**config.mk**
```make
export PLATFORM = sky130hd
export DESIGN_NAME = cke_lpm_sequencer
export DESIGN_NICKNAME = d
export VERILOG_FILES = /design/src/rtl/cke_lpm_pkg.sv /design/src/rtl/cke_hold_timer.sv /design/src/rtl/lpm_window_counter.sv /design/src/rtl/cke_lpm_fsm.sv /design/src/rtl/cke_lpm_sequencer.sv
export SDC_FILE = /design/constraint.sdc
export NUM_CORES = 1
export LEC_CHECK = 0
export CORE_MARGIN = 2
export CORE_UTILIZATION = 35
export DETAILED_ROUTE_END_ITERATION = 16
export DONT_BUFFER_PORTS = 1
export PLACE_DENSITY_LB_ADDON = 0.08
export SKIP_LAST_GASP = 1
export SLEW_MARGIN = 30
export SYNTH_ARGS = -nofsm -noshare
export SYNTH_HDL_FRONTEND = slang
export SYNTH_SLANG_ARGS = --single-unit
```
**constraint.sdc**
```tcl
create_clock -name clk -period 2.8 [get_ports clk]
set_input_delay 0.56 -clock clk [delete_from_list [all_inputs] [get_ports clk]]
set_output_delay 0.56 -clock clk [all_outputs]
set_load 0.02 [all_outputs]
```
**src/rtl/cke_lpm_pkg.sv**
```systemverilog
package cke_lpm_pkg;
    timeunit 1ns;
    timeprecision 1ps;

    typedef enum logic [2:0] {
        ST_RUN  = 3'd0,
        ST_APD  = 3'd1,
        ST_PPD  = 3'd2,
        ST_SRE  = 3'd3,
        ST_SRF  = 3'd4,
        ST_WAKE = 3'd5
    } lpm_state_e;

    typedef struct packed {
        logic cs_n;
        logic ras_n;
        logic cas_n;
        logic we_n;
    } ddr_cmd_t;

    localparam ddr_cmd_t CMD_NOP  = '{cs_n: 1'b0, ras_n: 1'b1, cas_n: 1'b1, we_n: 1'b1};
    localparam ddr_cmd_t CMD_DES  = '{cs_n: 1'b1, ras_n: 1'b1, cas_n: 1'b1, we_n: 1'b1};
    localparam ddr_cmd_t CMD_AREF = '{cs_n: 1'b0, ras_n: 1'b0, cas_n: 1'b0, we_n: 1'b1};

    localparam logic [1:0] MODE_NORMAL = 2'd0;
    localparam logic [1:0] MODE_APD    = 2'd1;
    localparam logic [1:0] MODE_PPD    = 2'd2;
    localparam logic [1:0] MODE_SREF   = 2'd3;

    function automatic logic state_cke(input lpm_state_e s);
        return !(s == ST_APD || s == ST_PPD || s == ST_SRE || s == ST_SRF);
    endfunction
endpackage

```
**src/rtl/cke_hold_timer.sv**
```systemverilog
module cke_hold_timer #(
    parameter int CKE_MIN = 3
) (
    input  logic clk,
    input  logic rst_n,
    input  logic cke_next,
    output logic cke,
    output logic hold_met
);
    timeunit 1ns;
    timeprecision 1ps;

    localparam int AW = $clog2(CKE_MIN + 1);
    localparam logic [AW-1:0] AGE_MAX = AW'(CKE_MIN);
    localparam logic [AW-1:0] AGE_ONE = AW'(1);

    logic [AW-1:0] age;

    always_ff @(posedge clk) begin
        if (!rst_n) begin
            cke <= 1'b1;
            age <= AGE_MAX;
        end else begin
            cke <= cke_next;
            if (cke_next != cke) begin
                age <= AGE_ONE;
            end else if (age != AGE_MAX) begin
                age <= age + AGE_ONE;
            end
        end
    end

    assign hold_met = (age == AGE_MAX);

    // a level change is requested only once the current level has aged out
    assert_toggle_after_hold_R6: assert property (@(posedge clk) disable iff (!rst_n)
        (cke_next != cke) |-> hold_met);
endmodule

```
**src/rtl/lpm_window_counter.sv**
```systemverilog
module lpm_window_counter #(
    parameter int CYCLES = 200
) (
    input  logic clk,
    input  logic rst_n,
    input  logic load,
    output logic busy
);
    timeunit 1ns;
    timeprecision 1ps;

    localparam int CW = $clog2(CYCLES + 1);
    localparam logic [CW-1:0] LOAD_VAL = CW'(CYCLES);
    localparam logic [CW-1:0] ONE      = CW'(1);

    logic [CW-1:0] cnt;

    always_ff @(posedge clk) begin
        if (!rst_n) begin
            cnt <= '0;
        end else if (load) begin
            cnt <= LOAD_VAL;
        end else if (cnt != '0) begin
            cnt <= cnt - ONE;
        end
    end

    assign busy = (cnt != '0);

    // a load always opens a window on the following cycle
    assert_load_opens_window_R9: assert property (@(posedge clk) disable iff (!rst_n)
        load |=> busy);
endmodule

```
**src/rtl/cke_lpm_fsm.sv**
```systemverilog
module cke_lpm_fsm
    import cke_lpm_pkg::*;
(
    input  logic       clk,
    input  logic       rst_n,
    input  logic       pd_req,
    input  logic       sr_req,
    input  logic       bank_open,
    input  logic       op_busy,
    input  logic       calib_active,
    input  logic       refresh_due,
    input  logic       hold_met,
    input  logic       xsnr_busy,
    input  logic       xsrd_busy,
    output logic       cke_next,
    output ddr_cmd_t   cmd,
    output logic [1:0] lp_mode,
    output logic       sr_exit_load,
    output logic       ready_cmd,
    output logic       ready_read,
    output logic       sr_bank_err
);
    timeunit 1ns;
    timeprecision 1ps;

    lpm_state_e state;
    lpm_state_e state_nxt;
    logic       entry_blocked;
    logic       pd_leave;
    logic       sr_leave;

    assign entry_blocked = op_busy | calib_active | refresh_due | !hold_met | xsnr_busy;
    assign pd_leave      = hold_met & (!pd_req | refresh_due | calib_active);
    assign sr_leave      = hold_met & (!sr_req | calib_active);

    always_ff @(posedge clk) begin
        if (!rst_n) begin
            state <= ST_RUN;
        end else begin
            state <= state_nxt;
        end
    end

    always_comb begin
        state_nxt = state;
        unique case (state)
            ST_RUN: begin
                if (!entry_blocked && sr_req && !bank_open) begin
                    state_nxt = ST_SRE;
                end else if (!entry_blocked && pd_req) begin
                    state_nxt = bank_open ? ST_APD : ST_PPD;
                end
            end
            ST_APD, ST_PPD: begin
                if (pd_leave) begin
                    state_nxt = ST_WAKE;
                end
            end
            ST_SRE: begin
                state_nxt = ST_SRF;
            end
            ST_SRF: begin
                if (sr_leave) begin
                    state_nxt = ST_WAKE;
                end
            end
            ST_WAKE: begin
                state_nxt = ST_RUN;
            end
            default: begin
                state_nxt = ST_RUN;
            end
        endcase
    end

    assign cke_next     = state_cke(state_nxt);
    assign sr_exit_load = (state == ST_SRF) && (state_nxt == ST_WAKE);

    always_comb begin
        cmd         = CMD_NOP;
        lp_mode     = MODE_NORMAL;
        ready_cmd   = 1'b0;
        sr_bank_err = 1'b0;
        unique case (state)
            ST_RUN: begin
                cmd         = xsnr_busy ? CMD_NOP : CMD_DES;
                ready_cmd   = !xsnr_busy;
                sr_bank_err = sr_req && bank_open;
            end
            ST_APD:  lp_mode = MODE_APD;
            ST_PPD:  lp_mode = MODE_PPD;
            ST_SRE: begin
                cmd     = CMD_AREF;
                lp_mode = MODE_SREF;
            end
            ST_SRF:  lp_mode = MODE_SREF;
            ST_WAKE: lp_mode = MODE_NORMAL;
            default: lp_mode = MODE_NORMAL;
        endcase
    end

    assign ready_read = ready_cmd && !xsrd_busy;

    // the self-refresh entry state is reached only with every bank closed
    assert_sre_only_idle_R3: assert property (@(posedge clk) disable iff (!rst_n)
        (state == ST_SRE) |-> $past(!bank_open && sr_req));

    // the wake cycle is always followed by normal operation
    assert_wake_to_run_R7: assert property (@(posedge clk) disable iff (!rst_n)
        (state == ST_WAKE) |=> (state == ST_RUN));
endmodule

```
**src/rtl/cke_lpm_sequencer.sv**
```systemverilog
module cke_lpm_sequencer
    import cke_lpm_pkg::*;
#(
    parameter int CKE_MIN  = 3,
    parameter int XSNR_CYC = 200,
    parameter int XSRD_CYC = 200
) (
    input  logic       clk,
    input  logic       rst_n,
    input  logic       pd_req,
    input  logic       sr_req,
    input  logic       bank_open,
    input  logic       op_busy,
    input  logic       calib_active,
    input  logic       refresh_due,
    output logic       cke,
    output logic       cs_n,
    output logic       ras_n,
    output logic       cas_n,
    output logic       we_n,
    output logic [1:0] lp_mode,
    output logic       ready_cmd,
    output logic       ready_read,
    output logic       sr_bank_err
);
    timeunit 1ns;
    timeprecision 1ps;

    logic     cke_next;
    logic     hold_met;
    logic     sr_exit_load;
    logic     xsnr_busy;
    logic     xsrd_busy;
    ddr_cmd_t cmd;

    cke_lpm_fsm u_fsm (
        .clk          (clk),
        .rst_n        (rst_n),
        .pd_req       (pd_req),
        .sr_req       (sr_req),
        .bank_open    (bank_open),
        .op_busy      (op_busy),
        .calib_active (calib_active),
        .refresh_due  (refresh_due),
        .hold_met     (hold_met),
        .xsnr_busy    (xsnr_busy),
        .xsrd_busy    (xsrd_busy),
        .cke_next     (cke_next),
        .cmd          (cmd),
        .lp_mode      (lp_mode),
        .sr_exit_load (sr_exit_load),
        .ready_cmd    (ready_cmd),
        .ready_read   (ready_read),
        .sr_bank_err  (sr_bank_err)
    );

    cke_hold_timer #(.CKE_MIN(CKE_MIN)) u_hold (
        .clk      (clk),
        .rst_n    (rst_n),
        .cke_next (cke_next),
        .cke      (cke),
        .hold_met (hold_met)
    );

    lpm_window_counter #(.CYCLES(XSNR_CYC)) u_xsnr (
        .clk   (clk),
        .rst_n (rst_n),
        .load  (sr_exit_load),
        .busy  (xsnr_busy)
    );

    lpm_window_counter #(.CYCLES(XSRD_CYC)) u_xsrd (
        .clk   (clk),
        .rst_n (rst_n),
        .load  (sr_exit_load),
        .busy  (xsrd_busy)
    );

    assign cs_n  = cmd.cs_n;
    assign ras_n = cmd.ras_n;
    assign cas_n = cmd.cas_n;
    assign we_n  = cmd.we_n;

    // AUTOREFRESH appears only on the cycle the clock enable falls, banks idle
    assert_aref_on_fall_R3: assert property (@(posedge clk) disable iff (!rst_n)
        (cmd == CMD_AREF) |-> ($fell(cke) && $past(!bank_open)));

    // no low-power entry while a blocking condition was present
    assert_no_entry_blocked_R4: assert property (@(posedge clk) disable iff (!rst_n)
        $fell(cke) |-> $past(!op_busy && !calib_active && !refresh_due));

    // every clock-enable edge carries NOP or AUTOREFRESH, never a real command
    assert_edge_quiet_R2: assert property (@(posedge clk) disable iff (!rst_n)
        (cke != $past(cke)) |-> (cmd == CMD_NOP || cmd == CMD_AREF));

    // inside the post-exit window the bus is NOP and commands are held off
    assert_window_quiet_R9: assert property (@(posedge clk) disable iff (!rst_n)
        xsnr_busy |-> (cmd == CMD_NOP && !ready_cmd));

    // reads are never released ahead of general commands
    assert_read_needs_cmd_R10: assert property (@(posedge clk) disable iff (!rst_n)
        ready_read |-> ready_cmd);

    // a self-refresh request with an open bank never produces AUTOREFRESH next
    assert_err_blocks_sr_R5: assert property (@(posedge clk) disable iff (!rst_n)
        sr_bank_err |=> (cmd != CMD_AREF));
endmodule

```
## Yosys cells after proc, flatten, opt, wreduce, memory -nomap -nowiden

Index checks and enable logic that the tools add are counted.

| storage, ports and cells | value |
|---|---|
| input bits | 8 |
| output and inout port bits | 10 |
| register bits after elaboration | 22 |
| logic and storage cells | 77 |

| operators by class | value |
|---|---|
| equality and inequality tests | 12 |
| add/subtract/negate cells | 3 |
| multiplexer cells | 17 |
| bitwise gates (word level) | 10 |
| reduce and logical (&&, ||, !) cells | 27 |

Operators by type and width:

| cell | count |
|---|---|
| $mux W8 | 4 |
| $reduce_bool A8 Y1 | 2 |
| $sub A8 B1 Y8 const B | 2 |
| $eq A3 B2 Y1 const B | 4 |
| $mux W3 | 4 |
| $pmux W3 S4 | 1 |
| $eq A3 B3 Y1 const B | 3 |
| $logic_not A1 Y1 | 8 |
| $pmux W4 S2 | 1 |
| $reduce_or A2 Y1 | 4 |
| $or A1 B1 Y1 | 7 |
| $eq A3 B1 Y1 const B | 2 |
| $logic_and A1 B1 Y1 | 6 |
| $mux W2 | 3 |
| $pmux W2 S3 | 1 |
| $reduce_bool A2 Y1 | 3 |
| $mux W4 | 1 |
| $logic_not A3 Y1 | 1 |
| $logic_or A1 B1 Y1 | 3 |
| $add A2 B1 Y2 const B | 1 |
| $and A1 B1 Y1 | 2 |
| $eq A2 B2 Y1 const B | 1 |
| $mux W1 | 2 |
| $ne A2 B2 Y1 const B | 1 |
| 2 further kinds | 2 |

## Longest topological paths before layout

Gate-level depths: netlist of run 1.

| depth | value |
|---|---|
| depth after elaboration | 16 |
| depth in mapped cells | 9 |

## By module

A second synthesis of run 1 with hierarchy kept.

| second synthesis, totals | value |
|---|---|
| cells, all modules | 144 |
| area, all modules | 1316.3 um2 |

By module, submodules not included:

| module | sequential area each (um2) | cells each | area each (um2) | times used |
|---|---|---|---|---|
| lpm_window_counter | 160.2 | 45 | 435.4 | 2 |
| cke_lpm_fsm | 60.1 | 43 | 312.8 | 1 |
| cke_hold_timer | 60.1 | 11 | 132.6 | 1 |

## Worst setup path after synthesis of run 1

OpenSTA, ideal clock, no wires.

| timing | value |
|---|---|
| path kind | reg2out |
| from | reg u_xsrd.cnt[0] |
| to | out ready_read |
| stages on the path, launching flop included | 8 |
| required time | 2240 ps |
| slack | 449 ps |
| arrival | 1791 ps |
| path through | dfxtp_1 inv_1 ha_1 nand2b_1 or4_1 or3_1 clkbuf_1 nor2_1 |

| between the ends | value |
|---|---|
| longest elaborated chain between the ends | 3 |

RTL lines:

| element | RTL line | text |
|---|---|---|
| start: declaration | lpm_window_counter.sv:16 | `logic [CW-1:0] cnt;` |
| start signal: assignment | lpm_window_counter.sv:24 | `cnt <= cnt - ONE;` |
| $reduce_bool A8 Y1 | lpm_window_counter.sv:28 | `assign busy = (cnt != '0);` |
| $logic_not A1 Y1 | cke_lpm_fsm.sv:102 | `assign ready_read = ready_cmd && !xsrd_busy;` |
| $logic_and A1 B1 Y1 | cke_lpm_fsm.sv:102 |  |
| end: declaration | cke_lpm_sequencer.sv:23 | `output logic ready_read,` |

Every way passes these cells.

## Worst setup path in the final report of run 1

Same ends and word-level chain as after synthesis.

==> results of run 1 <==
-- power by group through the flow --
stage,sequential [W],combinational [W],clock [W]
6_report,0.000536,0.000728,0.000240
5_1_grt,0.000557,0.000834,0.000261
4_1_cts,0.000539,0.000733,0.000251
3_5_place_dp,0.000546,0.000722,0
3_3_place_gp,0.000544,0.000714,0
2_1_floorplan,0.000520,0.000645,0
-- worst paths after layout --
| check | from | end | slack [ns] | cells after the start |
|---|---|---|---|---|
| worst max-delay path | u_xsrd.cnt[0]$_SDFFE_PP0P_ | ready_read | 0.16 | 6 |
| worst min-delay path | rst_n | u_hold.cke$_SDFF_PN1_ | 0.33 | 1 |
| worst max register to register | u_xsnr.cnt[0]$_SDFFE_PP0P_ | u_hold.age[1]$_SDFFE_PN1P_ | 0.52 | 8 |
| worst min register to register | u_xsrd.cnt[2]$_SDFFE_PP0P_ | u_xsrd.cnt[2]$_SDFFE_PP0P_ | 0.49 | 2 |
-- registers in the layout, summed over array words and instances, names as in the netlist --
signal,count
u_xsnr.cnt,8
u_xsrd.cnt,8
u_fsm.state,3
u_hold.age,2
u_hold.cke,1
-- layout by cell type, fill, tap and decap left out, types with 2 or more instances in the layout --
cell / count
a211oi_1: 2
a21o_1: 2
a21oi_1: 11
and2_1: 2
buf_4: 2
clkbuf_4: 3
dfxtp_1: 22
ha_1: 4
inv_1: 8
mux2_2: 2
nand2_1: 14
nand2b_1: 2
nand3_1: 4
nand4_1: 3
nor2_1: 14
nor3_1: 9
o21a_1: 2
o21ai_0: 4
o31ai_1: 2
or3_1: 2
or4_1: 2
xnor2_1: 4
xor2_1: 5
-- layer usage --
layer  wire length, um  track usage [%]  vias to the layer above
met5                 0                0                        -
met4                20             5.00                        0
met3                70             1.81                        2
met2               992             20.4                       14
li1                  -                -                      492
met1              1160             16.9                      425
-- logic make-up after synthesis --
group | count (synthesis) | synth area share [%]
compound gates | 27 | 14.6
xor+xnor | 9 | 6.65
fa+ha+maj | 4 | 4.22
buf+inv | 15 | 6.96
flops | 22 | 37.1
mux | 3 | 2.74
other cells | 1 | 0.316
simple gates | 60 | 27.4
-- through the flow --
step	std cells	utilization, %
2_1_floorplan	141	-
3_3_place_gp	183	36.8
3_5_place_dp	183	36.8
4_1_cts	187	38.5
5_1_grt	187	38.7
6_report	187	38.7
-- area by class of cell --
type	count	area (um^2)
fillers	358	2010
multi-input cells	104	671
flip-flops and latches	22	440
well taps	46	57.6
inverters	9	33.8
clock inverters	1	30.0
clock buffers	3	22.5
repair buffers	2	15.0
-- critical path, cell delays in order, from the launching register on --
cell	delay [ns]
dfxtp_1	0.35
inv_1	0.06
ha_1	0.15
nand2b_1	0.08
or4_1	0.47
or3_1	0.47
nor2_4	0.20
-- cells in the mapped netlist --
master / number / area [um^2]
a22oi_1: 1 / 7.51
or3_1: 2 / 12.5
o2111ai_2: 1 / 15.0
a21o_1: 2 / 15.0
or4_1: 2 / 15.0
a211oi_1: 2 / 15.0
nor4_4: 1 / 21.3
buf_6: 2 / 22.5
nand4_1: 3 / 18.8
and3_1: 1 / 6.26
buf_4: 3 / 22.5
and3_4: 1 / 11.3
mux2_2: 2 / 22.5
a21oi_1: 11 / 55.1
ha_1: 4 / 50.1
clkbuf_1: 1 / 3.75
o21ai_0: 4 / 20.0
mux2i_1: 1 / 10.0
nor3_1: 9 / 45.0
inv_1: 8 / 30.0
nand2_1: 14 / 52.6
xor2_1: 5 / 43.8
o21a_1: 2 / 15.0
conb_1: 1 / 3.75
nor2_1: 15 / 56.3
nand3_1: 4 / 20.0
nor3b_2: 1 / 12.5
a31oi_1: 1 / 6.26
dfxtp_1: 22 / 440
or4_4: 1 / 11.3
xnor2_1: 4 / 35.0
or3b_1: 1 / 8.76
nand2b_1: 2 / 12.5
inv_2: 1 / 3.75
o31ai_1: 2 / 15.0
a31o_1: 1 / 8.76
and2_1: 2 / 12.5
nor4b_1: 1 / 8.76
-- repair_timing --
item | 4_1_cts | 5_1_grt
pin swaps | 0 | 0
endpoints found under the setup margin | 1 | 1
gates resized for setup | 1 | 1
==> flow_metrics.env, run 1 <==
export IMPL_nNetsFinal=154
export IMPL_fin_area_um2=1270
export IMPL_drc=0
export IMPL_die_height_um=62.2
export IMPL_die_area_um2=3870
export IMPL_power_switching_w=0.000613
export IMPL_seqPwrFrac_pct=35.6
export IMPL_area_delta_synth_final_pct=7.07
export IMPL_cts_htree_levels=1
export IMPL_io_pins=18
export IMPL_ant_nets=0
export IMPL_clockRootBuffer="clkbuf_4"
export IMPL_cp_start_kind="register"
export IMPL_core_area_um2=3280
export IMPL_hold_viol=0
export IMPL_io_buffers=0
export IMPL_holdWs_ns=0.325
export IMPL_final_layout_size_suffix_gt1_share_pct=10.6
export IMPL_setup_viol=0
export IMPL_path_clk_slew_ns=0.13
export IMPL_p_sw_share_pct=40.8
export IMPL_gr_total_overflow=0
export IMPL_cts_setup_buffers=0
export IMPL_grt_max_degree=14
export IMPL_internal_power_w=0.000891
export IMPL_yosysWarnings=0
export IMPL_cts_tree="yes"
export IMPL_synth_fp_nets=153
export IMPL_maxSlewViolCount=0
export IMPL_finalWeightedCongestion=0.747
export IMPL_grt_use_total_pct=12.6
export IMPL_ys_ff_latch=22
export IMPL_clkPwrFrac_pct=16.0
export IMPL_drt_pass1_iter_count=4
export IMPL_grt_pass1_wl_um=3930
export IMPL_worst_slew_pin_slew_ns=0.642
export IMPL_p_per_area_nw_per_um2=1180
export IMPL_yosysUniqueCellTypes=38
export IMPL_pre_cts_ws_ns=0.375
export IMPL_final_period_utilization_pct=94.4
export IMPL_power_w=0.00150
export IMPL_slew_headroom_pct=56.7
export IMPL_vdd_drop_max_v=0.000405
export IMPL_setup_tns_ns=0
export IMPL_initial_utilization_pct=36.1
export IMPL_wire_per_inst_um=12.0
export IMPL_rows=21
export IMPL_setup_worst_path_class="register to output pin"
export IMPL_clockBufferDepth=2
export IMPL_die_x_um=62.2
export IMPL_synth_avg_cell_area_um2=8.41
export IMPL_vias=933
export IMPL_place_area_um2=1210
export IMPL_synth_cells=141
export IMPL_status="complete, no violations"
export IMPL_viasPerCell=4.99
export IMPL_grt_pass1_vias=910
export IMPL_fin_crit_ns=2.64
export IMPL_fin_skew_ns=0.00882
export IMPL_power_leakage_nw=0.501
export IMPL_cts_sinks=22
export IMPL_numCtsBuffers=3
export IMPL_grt_setup_unrepaired="no"
export IMPL_totalWireLength_um=2250
export IMPL_hp_class="input pin to register"
export IMPL_maxCapViolCount=0
export IMPL_netlist_area_um2=1190
export IMPL_crit_fanout=6
export IMPL_n_antenna_cell=0
export IMPL_place_hpwl_um=1790
export IMPL_ys_seq_area_share_pct=37.1
export IMPL_drt_initial_drc_count=39
export IMPL_setup_ws_ns=0.158
export IMPL_pwr_share_comb_pct=48.4
export IMPL_crit_arrival_ns=2.08
export IMPL_fmax_mhz=378
export IMPL_clk_latency_ns=0.30
export IMPL_antenna_found_initial=0
export IMPL_cts_hold_buf=0
export IMPL_cp_end_kind="output pin"
export IMPL_worstPathRequired_ns=2.24
(Power assumes the default switching activity.)
==> run 2: changes to the inputs <==
--- a/config.mk
+++ b/config.mk
@@ -10,6 +10,7 @@
 export DETAILED_ROUTE_END_ITERATION = 16
 export DONT_BUFFER_PORTS = 1
 export PLACE_DENSITY_LB_ADDON = 0.08
+export REMOVE_ABC_BUFFERS = 1
 export SKIP_LAST_GASP = 1
 export SLEW_MARGIN = 30
 export SYNTH_ARGS = -nofsm -noshare
==> run 2 against run 1 <==
Compared with the run above:
- utilization down 0.50 points
- clock power down 28%
- first-iteration DRC count up 44%
- die area unchanged
- setup slack better by 0.0023 ns
- maximum frequency about the same
- global-route usage about the same
- final cell count unchanged
- sequential share of layout area up 0.45 points
- hold slack worse by 0.0044 ns
- critical endpoint unchanged
- largest cell class unchanged
- largest power group unchanged
==> flow_metrics.env, run 2 (same netlist as run 1, synthesis figures left out) <==
export IMPL_status="complete, no violations"
export IMPL_clockRootBuffer="clkbuf_4"
export IMPL_finalWeightedCongestion=0.739
export IMPL_crit_fanout=6
export IMPL_ant_nets=0
export IMPL_n_antenna_cell=0
export IMPL_drt_initial_drc_count=56
export IMPL_path_clk_slew_ns=0.12
export IMPL_drc=0
export IMPL_reg2reg_from="u_xsnr.cnt[0]$_SDFFE_PP0P_"
export IMPL_totalWireLength_um=2310
export IMPL_power_leakage_nw=0.494
export IMPL_rows=21
export IMPL_hp_start="rst_n"
export IMPL_grt_pass1_vias=900
export IMPL_post_route_util_pct=38.2
export IMPL_slew_headroom_pct=56.6
export IMPL_cp_start_kind="register"
export IMPL_crit_arrival_ns=2.08
export IMPL_core_area_um2=3280
export IMPL_mostFrequentLayoutCell="dfxtp_1"
export IMPL_cts_tree="yes"
export IMPL_setup_tns_ns=0
export IMPL_numCtsBuffers=3
export IMPL_drt_pass1_iter_count=4
export IMPL_p_per_area_nw_per_um2=1150
export IMPL_fin_skew_ns=0.00795
export IMPL_place_hpwl_um=1790
export IMPL_antenna_found_initial=0
export IMPL_final_period_utilization_pct=94.3
export IMPL_die_height_um=62.2
export IMPL_clk_latency_ns=0.30
export IMPL_clockBufferDepth=2
export IMPL_worstPathRequired_ns=2.24
export IMPL_worst_slew_pin_slew_ns=0.644
export IMPL_cts_hold_buf=0
export IMPL_gr_total_overflow=0
export IMPL_grt_use_total_pct=12.6
export IMPL_hp_class="input pin to register"
export IMPL_initial_utilization_pct=36.1
export IMPL_setup_viol=0
export IMPL_crit_start="u_xsrd.cnt[0]$_SDFFE_PP0P_"
export IMPL_rr_worst_depth=8
export IMPL_cts_sinks=22
export IMPL_maxSlewViolCount=0
export IMPL_fmax_mhz=379
export IMPL_grt_max_degree=13
export IMPL_cp_end_kind="output pin"
export IMPL_vias=938
export IMPL_nNetsFinal=154
export IMPL_power_w=0.00144
export IMPL_die_x_um=62.2
export IMPL_grt_setup_unrepaired="no"
export IMPL_cts_htree_levels=1
export IMPL_area_delta_synth_final_pct=5.70
export IMPL_setup_worst_path_class="register to output pin"
export IMPL_io_pins=18
export IMPL_die_area_um2=3870
export IMPL_fin_crit_ns=2.64
export IMPL_io_buffers=0
export IMPL_grt_pass1_wl_um=3950
export IMPL_hold_viol=0
export IMPL_final_cell_mix="dfxtp_1, nor2_1, nand2_1"
export IMPL_viasPerCell=5.02
export IMPL_reg_top3="u_xsnr.cnt: 8 flops, u_xsrd.cnt: 8 flops, u_fsm.state: 3 flops"
export IMPL_final_layout_size_suffix_gt1_share_pct=10.6
export IMPL_maxCapViolCount=0
export IMPL_hold_path_depth=1
export IMPL_vdd_drop_max_v=0.000447
export IMPL_wire_per_inst_um=12.3
==> run 2: cell count changes in the layout (fill, tap and decap cells not counted) <==
cell and delta:
clkbuf_8 +1, bufinv_16 -1
==> run 2: timing repair <==
item / in CTS / in global routing
setup buffers: 0 / 0
resized for setup: 0 / 2
endpoints found under the setup margin: 0 / 1
==> run 2: through the flow <==
step	worst slack, ns	instance area [um^2]	std cells	hold WS (ns)
floorplan	0.492	1140	135	0.457
global placement	0.411	1210	183	0.491
detailed placement	0.376	1210	183	0.497
CTS	0.00473	1250	187	0.307
global route	0.0189	1250	187	0.304
finish	0.160	1250	187	0.321
==> run 2: worst max-delay path, cell delays in order (launching register included) <==
cell and delay, ns:
dfxtp_1 0.35, inv_1 0.06, ha_1 0.16, nand2b_1 0.09, or4_1 0.47, or3_1 0.46
nor2_4 0.20
==> run 2: worst paths after layout <==
path | to | slack [ns]
setup reg to reg | u_hold.age[1]$_SDFFE_PN1P_ | 0.53
hold reg to reg | u_xsrd.cnt[2]$_SDFFE_PP0P_ | 0.51
setup / recovery | ready_read | 0.16
hold / removal | u_hold.age[0]$_SDFFE_PP1P_ | 0.32
==> run 2: per-layer routing <==
layer | GRT usage, % | vias up | share of wire (%) | routed length [um]
met5 | 0 | - | 0 | 0
met4 | 5.83 | 0 | 1.1 | 25
met3 | 2.90 | 2 | 3.9 | 90
met2 | 21.3 | 9 | 47 | 1080
met1 | 15.1 | 438 | 48 | 1110
li1 | - | 489 | - | -
==> run 2: final cells by class <==
class / count / area (um^2)
Fill cell: 356 / 2030
Multi-Input combinational cell: 104 / 671
Inverter: 9 / 33.8
Tap cell: 46 / 57.6
Timing Repair Buffer: 2 / 15.0
Clock buffer: 4 / 36.3
Sequential cell: 22 / 440
==> run 2: where the power goes <==
group	internal (W)	switching (W)	total, W	leakage (nW)
Sequential	0.000426	0.000111	0.000538	0.181
Clock	0.0000793	0.0000944	0.000174	0.0210
Combinational	0.000320	0.000411	0.000730	0.292
